**src/rtl/opm_pkg.sv**
```systemverilog
package opm_pkg;

    typedef enum logic {
        PWM_MODE1 = 1'b0,
        PWM_MODE2 = 1'b1
    } pwm_mode_e;

    typedef enum logic {
        CNT_UP   = 1'b0,
        CNT_DOWN = 1'b1
    } cnt_dir_e;

    typedef struct packed {
        pwm_mode_e mode;
        cnt_dir_e  dir;
        logic      single;
        logic      fast;
        logic      pol;
    } chan_cfg_t;

    // Reference level from compare results; 1 means active.
    function automatic logic ref_level(pwm_mode_e mode, cnt_dir_e dir,
                                       logic below, logic equal);
        logic lvl2;
        if (dir == CNT_UP) lvl2 = ~below;
        else               lvl2 = ~below & ~equal;
        return (mode == PWM_MODE2) ? lvl2 : ~lvl2;
    endfunction

    // Level the reference takes when the count equals the compare value.
    function automatic logic match_level(pwm_mode_e mode, cnt_dir_e dir);
        return ref_level(mode, dir, 1'b0, 1'b1);
    endfunction

endpackage

```
**src/rtl/opm_shadow_reg.sv**
```systemverilog
module opm_shadow_reg #(
    parameter int CNT_W = 16
) (
    input  logic             clk,
    input  logic             rst,
    input  logic             pre_en_i,
    input  logic             wr_i,
    input  logic [CNT_W-1:0] wdata_i,
    input  logic             load_i,
    output logic [CNT_W-1:0] act_o
);

    logic [CNT_W-1:0] shadow_q;
    logic [CNT_W-1:0] act_q;
    logic [CNT_W-1:0] act_d;

    always_comb begin
        act_d = act_q;
        if (wr_i && !pre_en_i)  act_d = wdata_i;
        else if (load_i)        act_d = wr_i ? wdata_i : shadow_q;
    end

    always_ff @(posedge clk) begin
        if (rst) begin
            shadow_q <= '0;
            act_q    <= '0;
        end else begin
            if (wr_i) shadow_q <= wdata_i;
            act_q <= act_d;
        end
    end

    assign act_o = act_q;

    // buffered writes leave the active copy alone until an update event
    a_r8_shadow_holds: assert property (@(posedge clk) disable iff (rst)
        (pre_en_i && !load_i) |=> $stable(act_q));

endmodule

```
**src/rtl/opm_counter.sv**
```systemverilog
module opm_counter
    import opm_pkg::*;
#(
    parameter int CNT_W = 16
) (
    input  logic             clk,
    input  logic             rst,
    input  logic             trig_i,
    input  logic             swupd_i,
    input  cnt_dir_e         dir_i,
    input  logic             single_i,
    input  logic [CNT_W-1:0] arr_i,
    output logic [CNT_W-1:0] cnt_o,
    output logic             run_o,
    output logic             accept_o,
    output logic             uev_now_o,
    output logic             uev_o
);

    localparam logic [CNT_W-1:0] ONE = CNT_W'(1);

    logic             trig_q;
    logic             en_q;
    logic             uev_q;
    logic [CNT_W-1:0] cnt_q;
    logic [CNT_W-1:0] cnt_d;
    logic [CNT_W-1:0] reload_val;
    logic             wrap;
    logic             accept;
    logic             uev_now;

    assign reload_val = (dir_i == CNT_UP) ? '0 : arr_i;
    assign wrap       = (dir_i == CNT_UP) ? (cnt_q == arr_i) : (cnt_q == '0);
    assign accept     = trig_q && !en_q;
    assign uev_now    = (en_q && wrap) || swupd_i;

    always_comb begin
        cnt_d = cnt_q;
        if (swupd_i)                cnt_d = reload_val;
        else if (en_q && wrap)      cnt_d = reload_val;
        else if (en_q)              cnt_d = (dir_i == CNT_UP) ? cnt_q + ONE : cnt_q - ONE;
    end

    always_ff @(posedge clk) begin
        if (rst) begin
            trig_q <= 1'b0;
            en_q   <= 1'b0;
            uev_q  <= 1'b0;
            cnt_q  <= '0;
        end else begin
            trig_q <= trig_i;
            uev_q  <= uev_now;
            cnt_q  <= cnt_d;
            if (accept)                        en_q <= 1'b1;
            else if (en_q && wrap && single_i) en_q <= 1'b0;
        end
    end

    assign cnt_o     = cnt_q;
    assign run_o     = en_q;
    assign accept_o  = accept;
    assign uev_now_o = uev_now;
    assign uev_o     = uev_q;

    // single-shot run ends on its wrap
    a_r5_stop_at_wrap: assert property (@(posedge clk) disable iff (rst)
        (en_q && wrap && single_i) |=> !en_q);

    // a start strobe during a run keeps the count stepping normally
    a_r12_retrig_ignored: assert property (@(posedge clk) disable iff (rst)
        (en_q && trig_q && !uev_now && dir_i == CNT_UP) |=> (cnt_q == $past(cnt_q) + ONE));

endmodule

```
**src/rtl/opm_outstage.sv**
```systemverilog
module opm_outstage
    import opm_pkg::*;
#(
    parameter int CNT_W = 16
) (
    input  logic             clk,
    input  logic             rst,
    input  pwm_mode_e        mode_i,
    input  cnt_dir_e         dir_i,
    input  logic             fast_i,
    input  logic             pol_i,
    input  logic [CNT_W-1:0] cnt_i,
    input  logic [CNT_W-1:0] cmp_i,
    input  logic             accept_i,
    input  logic             uev_now_i,
    output logic             oc_o
);

    logic cur_lvl;
    logic match_lvl;
    logic hold_q;
    logic hold_d;
    logic ref_q;

    assign cur_lvl   = ref_level(mode_i, dir_i, cnt_i < cmp_i, cnt_i == cmp_i);
    assign match_lvl = match_level(mode_i, dir_i);

    always_comb begin
        hold_d = hold_q;
        if (accept_i && fast_i) hold_d = 1'b1;
        else if (uev_now_i)     hold_d = 1'b0;
    end

    always_ff @(posedge clk) begin
        if (rst) begin
            hold_q <= 1'b0;
            ref_q  <= 1'b0;
        end else begin
            hold_q <= hold_d;
            ref_q  <= hold_d ? match_lvl : cur_lvl;
        end
    end

    assign oc_o = ref_q ^ pol_i;

    // outside a fast hold the reference is the registered compare result
    a_r3_ref_follows_compare: assert property (@(posedge clk) disable iff (rst)
        (!hold_q && !$past(rst)) |-> (ref_q == $past(cur_lvl)));

    // during a fast hold the reference sits at the matched level
    a_r10_fast_forced: assert property (@(posedge clk) disable iff (rst)
        hold_q |-> (ref_q == $past(match_lvl)));

endmodule

```
**src/rtl/opm_timer.sv**
```systemverilog
module opm_timer
    import opm_pkg::*;
#(
    parameter int CNT_W = 16
) (
    input  logic             clk,
    input  logic             rst,
    input  logic             trig_i,
    input  logic             swupd_i,
    input  logic             cfg_mode_i,
    input  logic             cfg_down_i,
    input  logic             cfg_single_i,
    input  logic             cfg_fast_i,
    input  logic             cfg_pol_i,
    input  logic             cfg_arr_pre_i,
    input  logic             cfg_cmp_pre_i,
    input  logic             arr_wr_i,
    input  logic             cmp_wr_i,
    input  logic [CNT_W-1:0] wr_data_i,
    output logic             oc_o,
    output logic             running_o,
    output logic             uev_o
);

    chan_cfg_t        cfg;
    logic [CNT_W-1:0] arr_act;
    logic [CNT_W-1:0] cmp_act;
    logic [CNT_W-1:0] cnt;
    logic             accept;
    logic             uev_now;

    assign cfg.mode   = pwm_mode_e'(cfg_mode_i);
    assign cfg.dir    = cnt_dir_e'(cfg_down_i);
    assign cfg.single = cfg_single_i;
    assign cfg.fast   = cfg_fast_i;
    assign cfg.pol    = cfg_pol_i;

    opm_shadow_reg #(.CNT_W(CNT_W)) u_arr (
        .clk      (clk),
        .rst      (rst),
        .pre_en_i (cfg_arr_pre_i),
        .wr_i     (arr_wr_i),
        .wdata_i  (wr_data_i),
        .load_i   (uev_now),
        .act_o    (arr_act)
    );

    opm_shadow_reg #(.CNT_W(CNT_W)) u_cmp (
        .clk      (clk),
        .rst      (rst),
        .pre_en_i (cfg_cmp_pre_i),
        .wr_i     (cmp_wr_i),
        .wdata_i  (wr_data_i),
        .load_i   (uev_now),
        .act_o    (cmp_act)
    );

    opm_counter #(.CNT_W(CNT_W)) u_cnt (
        .clk       (clk),
        .rst       (rst),
        .trig_i    (trig_i),
        .swupd_i   (swupd_i),
        .dir_i     (cfg.dir),
        .single_i  (cfg.single),
        .arr_i     (arr_act),
        .cnt_o     (cnt),
        .run_o     (running_o),
        .accept_o  (accept),
        .uev_now_o (uev_now),
        .uev_o     (uev_o)
    );

    opm_outstage #(.CNT_W(CNT_W)) u_out (
        .clk       (clk),
        .rst       (rst),
        .mode_i    (cfg.mode),
        .dir_i     (cfg.dir),
        .fast_i    (cfg.fast),
        .pol_i     (cfg.pol),
        .cnt_i     (cnt),
        .cmp_i     (cmp_act),
        .accept_i  (accept),
        .uev_now_i (uev_now),
        .oc_o      (oc_o)
    );

endmodule

```
**config.mk**
```make
export PLATFORM = sky130hd
export DESIGN_NAME = opm_timer
export DESIGN_NICKNAME = d
export VERILOG_FILES = /design/src/rtl/opm_pkg.sv /design/src/rtl/opm_shadow_reg.sv /design/src/rtl/opm_counter.sv /design/src/rtl/opm_outstage.sv /design/src/rtl/opm_timer.sv
export SDC_FILE = /design/constraint.sdc
export NUM_CORES = 1
export LEC_CHECK = 0
export BUFFER_PORTS_ARGS = -buffer_cell sky130_fd_sc_hd__buf_2
export CAP_MARGIN = 30
export CORE_AREA = 2 2 103 105
export DETAILED_ROUTE_END_ITERATION = 12
export DIE_AREA = 0 0 105 107
export PLACE_DENSITY = 0.6
export SLEW_MARGIN = 20
export SYNTH_ARGS = -nofsm -noshare
export SYNTH_HDL_FRONTEND = slang
export SYNTH_SLANG_ARGS = --single-unit
```
**constraint.sdc**
```tcl
create_clock -name clk -period 3.45 [get_ports clk]
set_input_delay 0.69 -clock clk [delete_from_list [all_inputs] [get_ports clk]]
set_output_delay 0.69 -clock clk [all_outputs]
set_load 0.01 [all_outputs]
```
======== Word-level counts from Yosys, hierarchy flattened ========
Index checks and enable logic that the tools add are counted.
storage, ports and cells
  bits of input ports ..................... 29
  bits in registers ....................... 85
cells by class
  magnitude comparators ................... 1
  add/sub/neg operators ................... 2
  muxes and demuxes ....................... 21
  equality and inequality tests ........... 2
  reduce and logical (&&, ||, !) cells .... 15
  bitwise operators ....................... 5
operators by type and width
  kind                   count
  $mux 16                11
  $eq 16x16->1           2
  $add 16x1->16 const B  1
  $logic_not 16->1       1
  $lt 16x16->1           1
  $sub 16x1->16 const B  1
  $mux 1                 10
  $logic_and 1x1->1      6
  $reduce_bool 2->1      3
  $logic_not 1->1        3
  $not 1->1              3
  $reduce_bool 3->1      1
  $and 1x1->1            1
  $logic_or 1x1->1       1
  $xor 1x1->1            1

======== Logic depth before layout (Yosys ltp) ========
Gate-level depths: netlist (run 1).
  word-level depth ........................ 7
  mapped depth ............................ 11

======== Hierarchy ========
Synthesis (run 1) repeated with hierarchy kept, for this count alone.
second synthesis, totals
  cell total of the unflattened synthesis .. 521
  area, all modules ....................... 4805.9 um^2
by module, submodules not included
  module          area each (um^2)  seq. area each (um^2)  cells each  instances
  opm_shadow_reg  1232.4            640.6                  109         2
  opm_counter     1849.3            380.4                  237         1
  opm_outstage    491.7             40.0                   66          1

======== Worst setup path before layout (run 1) ========
No wires, ideal clock.
  kind .................................... in2reg
  from .................................... in cfg_down_i
  to ...................................... reg u_cnt.cnt_q[15], in the netlist u_cnt.cnt_o[15]
  cell stages on the path ................. 9
  path slack .............................. 0.492 ns
  arrival ................................. 2.898 ns
  library setup time ...................... 0.060 ns
  cell sequence ........................... ha_1 -> a211oi_2 -> nor2_1 -> o311a_4 -> a32o_1 -> or4_1 -> a211o_1 -> o2111ai_1 -> o311a_1
between the ends
  word-level cells in the longest chain between the ends .. 4
ends and longest elaborated chain
  element                                              RTL line                              source
  from (decl)                                          opm_timer.sv:11                       input logic cfg_down_i,
  $mux 16 / $mux 1 (equally long branches)             opm_counter.sv:41, opm_counter.sv:33
  $mux 16 / $logic_and 1x1->1 (equally long branches)  opm_counter.sv:41, opm_counter.sv:40
  $mux 16                                              opm_counter.sv:40                     else if (en_q && wrap) cnt_d = reload_val;
  $mux 16                                              opm_counter.sv:39                     if (swupd_i) cnt_d = reload_val;
  to (signal assigned)                                 opm_counter.sv:53                     cnt_q <= cnt_d;
  to (decl)                                            opm_counter.sv:25                     logic [CNT_W-1:0] cnt_q;
Several ways; a longest one is shown, not always the timed one. The select of a mux whose other input is x is not followed.
A chain may end at the register's enable or synchronous reset.

======== Final worst setup path (run 1) ========
  from .................................... in cfg_down_i
  to ...................................... reg u_cnt.cnt_q[12], in the netlist u_cnt.cnt_o[12]
Same word-level chain as after synthesis.

==> results of run 1 <==
layer usage:
metal,routed length [um],up-vias,GRT usage
met5,0,-,0
met1,5070,1642,0.267
met4,192,0,0.0933
met3,398,15,0.0328
li1,-,1822,-
met2,4270,67,0.272
per-stage QoR:
| stage | total power, mW | utilization | hold WS [ns] | setup slack (ns) |
|---|---|---|---|---|
| final | 2.21 | 0.481 | 0.487 | 0.444 |
| after global routing | 2.36 | 0.481 | 0.505 | 0.124 |
| after CTS | 2.24 | 0.481 | 0.491 | 0.478 |
| after detailed placement | 1.60 | 0.464 | 0.479 | 0.0776 |
| after global placement | 1.59 | 0.464 | 0.469 | 0.184 |
| after floorplan | 1.47 | - | 0.456 | 0.492 |
how the worst max path moves through the flow:
stage / start / to / slack, ns / depth (start not counted)
after floorplan: cfg_down_i / u_cnt.cnt_o[15] / 0.49 / 9
after global placement: cfg_down_i / u_cnt.cnt_o[15] / 0.18 / 10
after detailed placement: cfg_down_i / u_cnt.cnt_o[15] / 0.08 / 11
after CTS: cfg_down_i / u_cnt.cnt_o[15] / 0.48 / 11
after global routing: cfg_down_i / u_cnt.cnt_o[12] / 0.12 / 11
final: cfg_down_i / u_cnt.cnt_o[12] / 0.44 / 11
sequential cells by signal (all words and copies together), names as in the netlist:
register and cells:
u_cmp.shadow_q 16, u_arr.shadow_q 16, u_cnt.uev_o 1, u_out.hold_q 1, u_cnt.run_o 1, u_out.ref_q 1, u_cnt.trig_q 1, u_cmp.act_o 16
u_arr.act_o 16, u_cnt.cnt_o 16
layout make-up:
| type | instances | area, um^2 |
|---|---|---|
| clock inverters | 7 | 52.6 |
| flip-flops and latches | 85 | 1700 |
| inverters | 24 | 95.1 |
| clock buffers | 9 | 124 |
| fillers | 1033 | 5240 |
| well taps | 136 | 170 |
| repair buffers | 40 | 223 |
| multi-input cells | 359 | 2490 |
power by group:
part / switching [mW] / leakage, nW / internal (mW) / total (mW)
Combinational: 0.261 / 1.28 / 0.206 / 0.467
Clock: 0.370 / 0.0891 / 0.263 / 0.633
Sequential: 0.0624 / 0.703 / 1.05 / 1.11
layout by cell type (no fill, tap or decap), types with 2 or more instances in the layout:
| master | instances |
|---|---|
| nor2_1 | 95 |
| dfxtp_1 | 85 |
| a211oi_1 | 35 |
| mux2i_1 | 35 |
| buf_2 | 31 |
| ha_1 | 30 |
| inv_1 | 23 |
| xnor2_1 | 21 |
| a21oi_1 | 19 |
| nand2_1 | 14 |
| xor2_1 | 9 |
| a21o_1 | 9 |
| clkbuf_8 | 9 |
| buf_4 | 9 |
| nand4_1 | 8 |
| nor3_1 | 8 |
| nand3_1 | 7 |
| nor2b_1 | 7 |
| a31oi_1 | 7 |
| a2111oi_0 | 6 |
| o211ai_1 | 4 |
| clkinv_4 | 4 |
| nor4_1 | 3 |
| o21ai_0 | 3 |
| o21ai_1 | 3 |
| a21boi_1 | 3 |
| a21boi_0 | 3 |
| o21a_1 | 2 |
| a211o_1 | 2 |
| o22ai_1 | 2 |
| clkinv_2 | 2 |
tightest hold or removal path, stage by stage (launching register included):
cell and delay [ns]:
dfxtp_1 0.31, nor2_1 0.08, a311oi_1 0.05
logic make-up (layout without fill, tap and decap cells):
kind of cell	after synthesis	after routing	synth area share
buffers and inverters	54	80	0.0496
adder cells (fa/ha/maj)	31	31	0.0896
multiplexers	35	35	0.0794
XOR/XNOR	30	30	0.0596
AO/OA/AOI/OAI	113	113	0.187
flip-flops	85	85	0.386
AND/OR/NAND/NOR	150	150	0.149
==> summary.txt, run 1 <==
Run status
  • Status: completed

Worst setup path
  • Startpoint types: input pin
  • Highest-delay cell along the critical path: fa_1
  • RR Endpoint: u_cnt.cnt_o[12]
  • Critical-path cell list: buf_2, inv_1, fa_1, nor2b_1, o21ai_1, a21boi_1, o221ai_1, o21ai_1, a31oi_1, xor2_1, a2111oi_0
  • Slowest stage delay, CP: 0.47 ns
  • WP buf/inv: 2
  • Crit path required time: 3.69 ns
  • R2R cell count: 10
  • Worst Setup End Kind: flip-flop
  • CP delay by family, top: compound AO/OA/AOI/OAI gates
  • Critical path class: in2reg
  • Crit Path Max Fanout: 13
  • Arr. time, crit path: 3.25 ns
  • Most used cell, CP: o21ai_1
  • FF-to-FF setup slack: 0.50 ns
  • RR Startpoint: u_cnt.cnt_o[0]

Power and ir drop
  • Static Leak: 2.07 nW
  • Power Density: 456 nW/um^2
  • VDD IR max: 0.260 mV

Timing
  • Max-slew violations: 0
  • Tmin final: 3.01 ns
  • Hold Fails Final Rpt: 0
  • Setup TNS: 0 ns
  • Final setup viols: 0
  • Crit share post-route: 0.871
  • Worst Skew: 0.0124 ns
  • Relative slew slack: 0.445
  • RSZ-0062 raised after global routing: no
  • Peak Freq: 333 MHz
  • Slew @ Worst Pin: 0.832 ns

Place
  • HPWL after DPL: 7400 um
  • Placed Area: 4680 um^2
  • Placed insts: 644
  • GPL Wtd Cong: 0.857
  • PortBufs: 31

Global routing
  • Global-route wire length before repair: 16700 um
  • GRT overflow: 0
  • Largest net degree at the start of global routing: 47
  • Vias in the first global route: 3358
  • All-Layer GR Usage: 0.188
  • Antenna violations before repair: 0

Logic synthesis
  • Syn_area_per_cell: 8.86 um^2
  • Count leader, synth: nor2_1
  • Post-synthesis register bit count: 85
  • Post-synth EDFFs: 0
  • Netlist cell types: 55
  • Asr flop ratio synth: 0
  • Yosys warnings: 0
  • Top post-synthesis cells by area: dfxtp_1 (39%), ha_1 (8.5%), nor2_1 (8.1%)
  • Synthesized cell area: 4410 um^2
  • Net Count, Synth: 558
  • Sequential-to-total area share from yosys stat: 0.386
  • Post-synth top area cell: dfxtp_1
  • Gate Count Post-Synth: 498
  • Most frequent cells after synthesis: nor2_1 (95), dfxtp_1 (85), a211oi_1 (35), mux2i_1 (35), ha_1 (30)
  • Synth top area share: 0.386
  • Ys flop type: dfxtp_1

Die
  • Die span in x: 105 um
  • Die Area: 11200 um^2
  • Row count: 37
  • I/O Pins: 32
  • Initial Util: 0.437
  • Chip height: 107 um
  • Core box area: 10100 um^2

Clocking
  • CTS sink cnt: 85
  • CTS resizes: 0
  • Postcts setup bufs: 0
  • Clk slew on worst S/H paths: 0.08 ns
  • Root Buffer Master: clkbuf_8
  • CTS tree: done
  • Htree depth: 3
  • Latest clock arrival within the worst-skew pair: 0.37 ns
  • CTS Buffer Depth: 2
  • Num CTS Buffers: 9
  • Hold buffer count at CTS: 0

Routing
  • Routed Antenna Nets: 0
  • WL final: 9930 um
  • Vias per cell: 5.37
  • Drt pass-1 iters: 4
  • DR iter-0 viols: 151
  • Vias: 3546
  • DRC Markers: 0
  • DR WL/cell: 15.0 um

Cells and area
  • Final Net Count: 579
  • Post-route cell area: 4860 um^2
  • Layout cells sized above 1: 0.120
  • Synthesis-to-layout area growth: 10.1%
  • Antenna diodes: 0
  • Post-route insts no fill: 660

Hold path
  • Hold path start: u_cnt.trig_q
  • Hold WC Path Type: reg2reg
  • Sink of the worst hold path: u_cnt.run_o
  • Hold depth: 2

Flow run
  • Max-cap violations: 0
Power figures use the tool's default switching activity.
==> run 2, diff against run 1 <==
Settings changed: CORE_AREA 2 2 103 105 to 2 2 74 146, DIE_AREA 0 0 105 107 to 0 0 76 148, PLACE_DENSITY 0.6 to not set, PLACE_DENSITY_LB_ADDON set to 0.2.
==> run 2 against run 1 <==
  * Hold slack gained 0.0042 ns
  * Die area grew 0.12%
  * Total power grew 13%
  * Sequential power is essentially flat
  * Count of clock-buffer cells in the layout grew 4
  * Sequential cell count is the same
  * First-iteration DRC count shrank 5.3%
  * Maximum frequency grew 0.19%
  * Sequential share of layout area shrank 0.97 points
  * Non-clock buffer count grew 3
  * Routed wire length grew 4.5%
  * Global-route usage grew 0.37 points
  * Critical endpoint is now u_cnt.cnt_o[15]
  * Largest cell class unchanged
  * Highest routed layer unchanged
==> summary.txt, run 2 (same netlist as run 1, synthesis figures left out) <==
Run status
  • Status: completed (unchanged)

Worst setup path
  • Highest-delay cell along the critical path: or4_1 (was fa_1)
  • Startpoint types: input pin (unchanged)
  • Crit Path Max Fanout: 13 (unchanged)
  • Cell count along the critical path: 10 (was 11)
  • RR Startpoint: u_cnt.cnt_o[1] (was u_cnt.cnt_o[0])
  • FF-to-FF setup slack: 0.52 ns (was 0.50 ns)
  • Worst Setup End Kind: flip-flop (unchanged)
  • Crit path required time: 3.73 ns (was 3.69 ns)
  • CP delay by family, top: compound AO/OA/AOI/OAI gates (unchanged)
  • Slowest stage delay, CP: 0.50 ns (was 0.47 ns)
  • Critical path class: in2reg (unchanged)
  • Start point of the critical path: cfg_down_i (unchanged)
  • WP buf/inv: 1 (was 2)
  • Critical-path cell list: buf_2, ha_1, a211oi_2, nor2_1, o311a_4, a32o_1, or4_1, a211o_1, o2111ai_1, o311a_1 (was buf_2, inv_1, fa_1, nor2b_1, o21ai_1, a21boi_1, o221ai_1, o21ai_1, a31oi_1, xor2_1, a2111oi_0)
  • Arr. time, crit path: 3.28 ns (was 3.25 ns)
  • R2R cell count: 9 (was 10)

Global routing
  • Global-route wire length before repair: 17300 um (was 16700 um)
  • Largest net degree at the start of global routing: 52 (was 47)
  • Antenna violations before repair: 0 (unchanged)
  • Vias in the first global route: 3640 (was 3358)
  • GRT overflow: 0 (unchanged)
  • All-Layer GR Usage: 0.191 (was 0.188)

Die
  • Die span in x: 76 um (was 105 um)
  • I/O Pins: 32 (unchanged)
  • Row count: 52 (was 37)
  • Initial Util: 0.437 (about the same)
  • Die Area: 11200 um^2 (about the same)
  • Chip height: 148 um (was 107 um)
  • Core box area: 10100 um^2 (about the same)

Power and ir drop
  • Total power: 2.49 mW (was 2.21 mW)
  • Combinational power share: 0.192 (was 0.211)
  • Power Density: 499 nW/um^2 (was 456 nW/um^2)
  • Sw power: 0.703 mW (was 0.693 mW)
  • Sequential Power Share: 0.447 (was 0.503)
  • Clock share of power: 0.361 (was 0.286)
  • VDD IR max: 0.472 mV (was 0.260 mV)
  • Internal: 1.79 mW (was 1.52 mW)
  • Switch share: 0.282 (was 0.313)
  • Static Leak: 2.14 nW (was 2.07 nW)

Clocking
  • CTS Buffer Depth: 2 (unchanged)
  • Num CTS Buffers: 9 (unchanged)
  • Clk slew on worst S/H paths: 0.06 ns (was 0.08 ns)
  • Postcts setup bufs: 0 (unchanged)
  • CTS tree: done (unchanged)
  • Htree depth: 3 (unchanged)
  • Hold buffer count at CTS: 0 (unchanged)
  • Latest clock arrival within the worst-skew pair: 0.34 ns (was 0.37 ns)
  • CTS sink cnt: 85 (unchanged)
  • CTS resizes: 0 (unchanged)
  • Root Buffer Master: clkbuf_16 (was clkbuf_8)

Cells and area
  • Highest-count cells in the layout ignoring fill and taps: nor2_1 (95), dfxtp_1 (85), a211oi_1 (35), mux2i_1 (35), buf_2 (31) (unchanged)
  • Most common cell after layout, fill and taps aside: nor2_1 (unchanged)
  • Synthesis-to-layout area growth: 13.2% (was 10.1%)
  • Layout cells sized above 1: 0.121 (was 0.120)
  • Final Net Count: 582 (was 579)
  • Register area: 1700 um^2 (unchanged)
  • Fillers: 973 (was 1033)
  • Post-route cell area: 4990 um^2 (was 4860 um^2)
  • Final Core Density: 0.495 (was 0.481)
  • Area of the multi-input gates: 2490 um^2 (unchanged)
  • Antenna diodes: 0 (unchanged)

Timing
  • Slew @ Worst Pin: 0.546 ns (was 0.832 ns)
  • Setup TNS: 0 ns (unchanged)
  • Relative slew slack: 0.636 (was 0.445)
  • Peak Freq: 333 MHz (about the same)
  • RSZ-0062 raised after global routing: no (unchanged)
  • Crit share post-route: 0.870 (was 0.871)
  • Max-slew violations: 0 (unchanged)
  • Final setup viols: 0 (unchanged)
  • Hold Fails Final Rpt: 0 (unchanged)
  • Tmin final: 3.00 ns (was 3.01 ns)
  • Worst Skew: 0.00786 ns (was 0.0124 ns)

Routing
  • Vias per cell: 5.37 (about the same)
  • Vias: 3553 (was 3546)
  • DRC Markers: 0 (unchanged)
  • Routed Antenna Nets: 0 (unchanged)
  • Drt pass-1 iters: 5 (was 4)
  • DR iter-0 viols: 143 (was 151)
  • WL final: 10400 um (was 9930 um)
  • DR WL/cell: 15.7 um (was 15.0 um)

Flow run
  • Max-cap violations: 0 (unchanged)

Place
  • Placed Area: 4710 um^2 (was 4680 um^2)
  • PortBufs: 31 (unchanged)
  • HPWL after DPL: 7900 um (was 7400 um)
  • GPL Wtd Cong: 0.801 (was 0.857)

Hold path
  • Hold WC Path Type: reg2reg (unchanged)
  • Hold depth: 2 (unchanged)
  • Hold path start: u_cmp.shadow_q[13] (was u_cnt.trig_q)
run 2: cell types whose count changed in the layout (fill, tap and decap cells not counted), sizes merged:
cell,change
clkinv,-5
clkbuf,+4
clkinvlp,+1
buf,+3
run 2: through the flow:
| stage | instances | hold WS, ns | setup slack (ns) |
|---|---|---|---|
| after floorplan | 498 | 0.456 | 0.492 |
| final | 662 | 0.491 | 0.450 |
| after global placement | 646 | 0.464 | 0.143 |
| after global routing | 662 | 0.521 | 0.223 |
| after detailed placement | 646 | 0.485 | 0.103 |
| after CTS | 662 | 0.496 | 0.455 |
run 2: path summary, 6_finish.rpt:
| path | to |
|---|---|
| hold reg to reg | u_cmp.shadow_q[13] |
| setup / recovery | u_cnt.cnt_o[15] |
| setup reg to reg | u_cnt.cnt_o[15] |
| hold / removal | u_cmp.shadow_q[13] |
run 2: tightest hold or removal path: cells and delay by family, from the launching register on:
family / cells / cell delay [ns]
muxes: 1 / 0.07
and+or+nand+nor: 1 / 0.08
DFF: 1 / 0.31
run 2: metal layers:
metal | vias up | wire [um] | track usage
li1 | 1823 | - | -
met1 | 1644 | 4250 | 0.210
met2 | 59 | 5380 | 0.345
met3 | 27 | 247 | 0.0324
met4 | 0 | 499 | 0.110
met5 | - | 0 | 0
run 2: cell type report:
cell class	count	share of cell area
multi-input cells	359	0.499
clock buffers	13	0.0521
repair buffers	43	0.0516
flip-flops and latches	85	0.341
inverters	24	0.0190
well taps	135	0.0338
clock inverters	3	0.00401
run 2: power by group through the flow:
| stage | Clock (mW) | Sequential, mW | Combinational, mW |
|---|---|---|---|
| after floorplan | 0 | 1.11 | 0.359 |
| after global placement | 0 | 1.13 | 0.469 |
| after detailed placement | 0 | 1.14 | 0.480 |
| after CTS | 0.927 | 1.11 | 0.483 |
| after global routing | 0.964 | 1.12 | 0.542 |
| final | 0.900 | 1.11 | 0.479 |
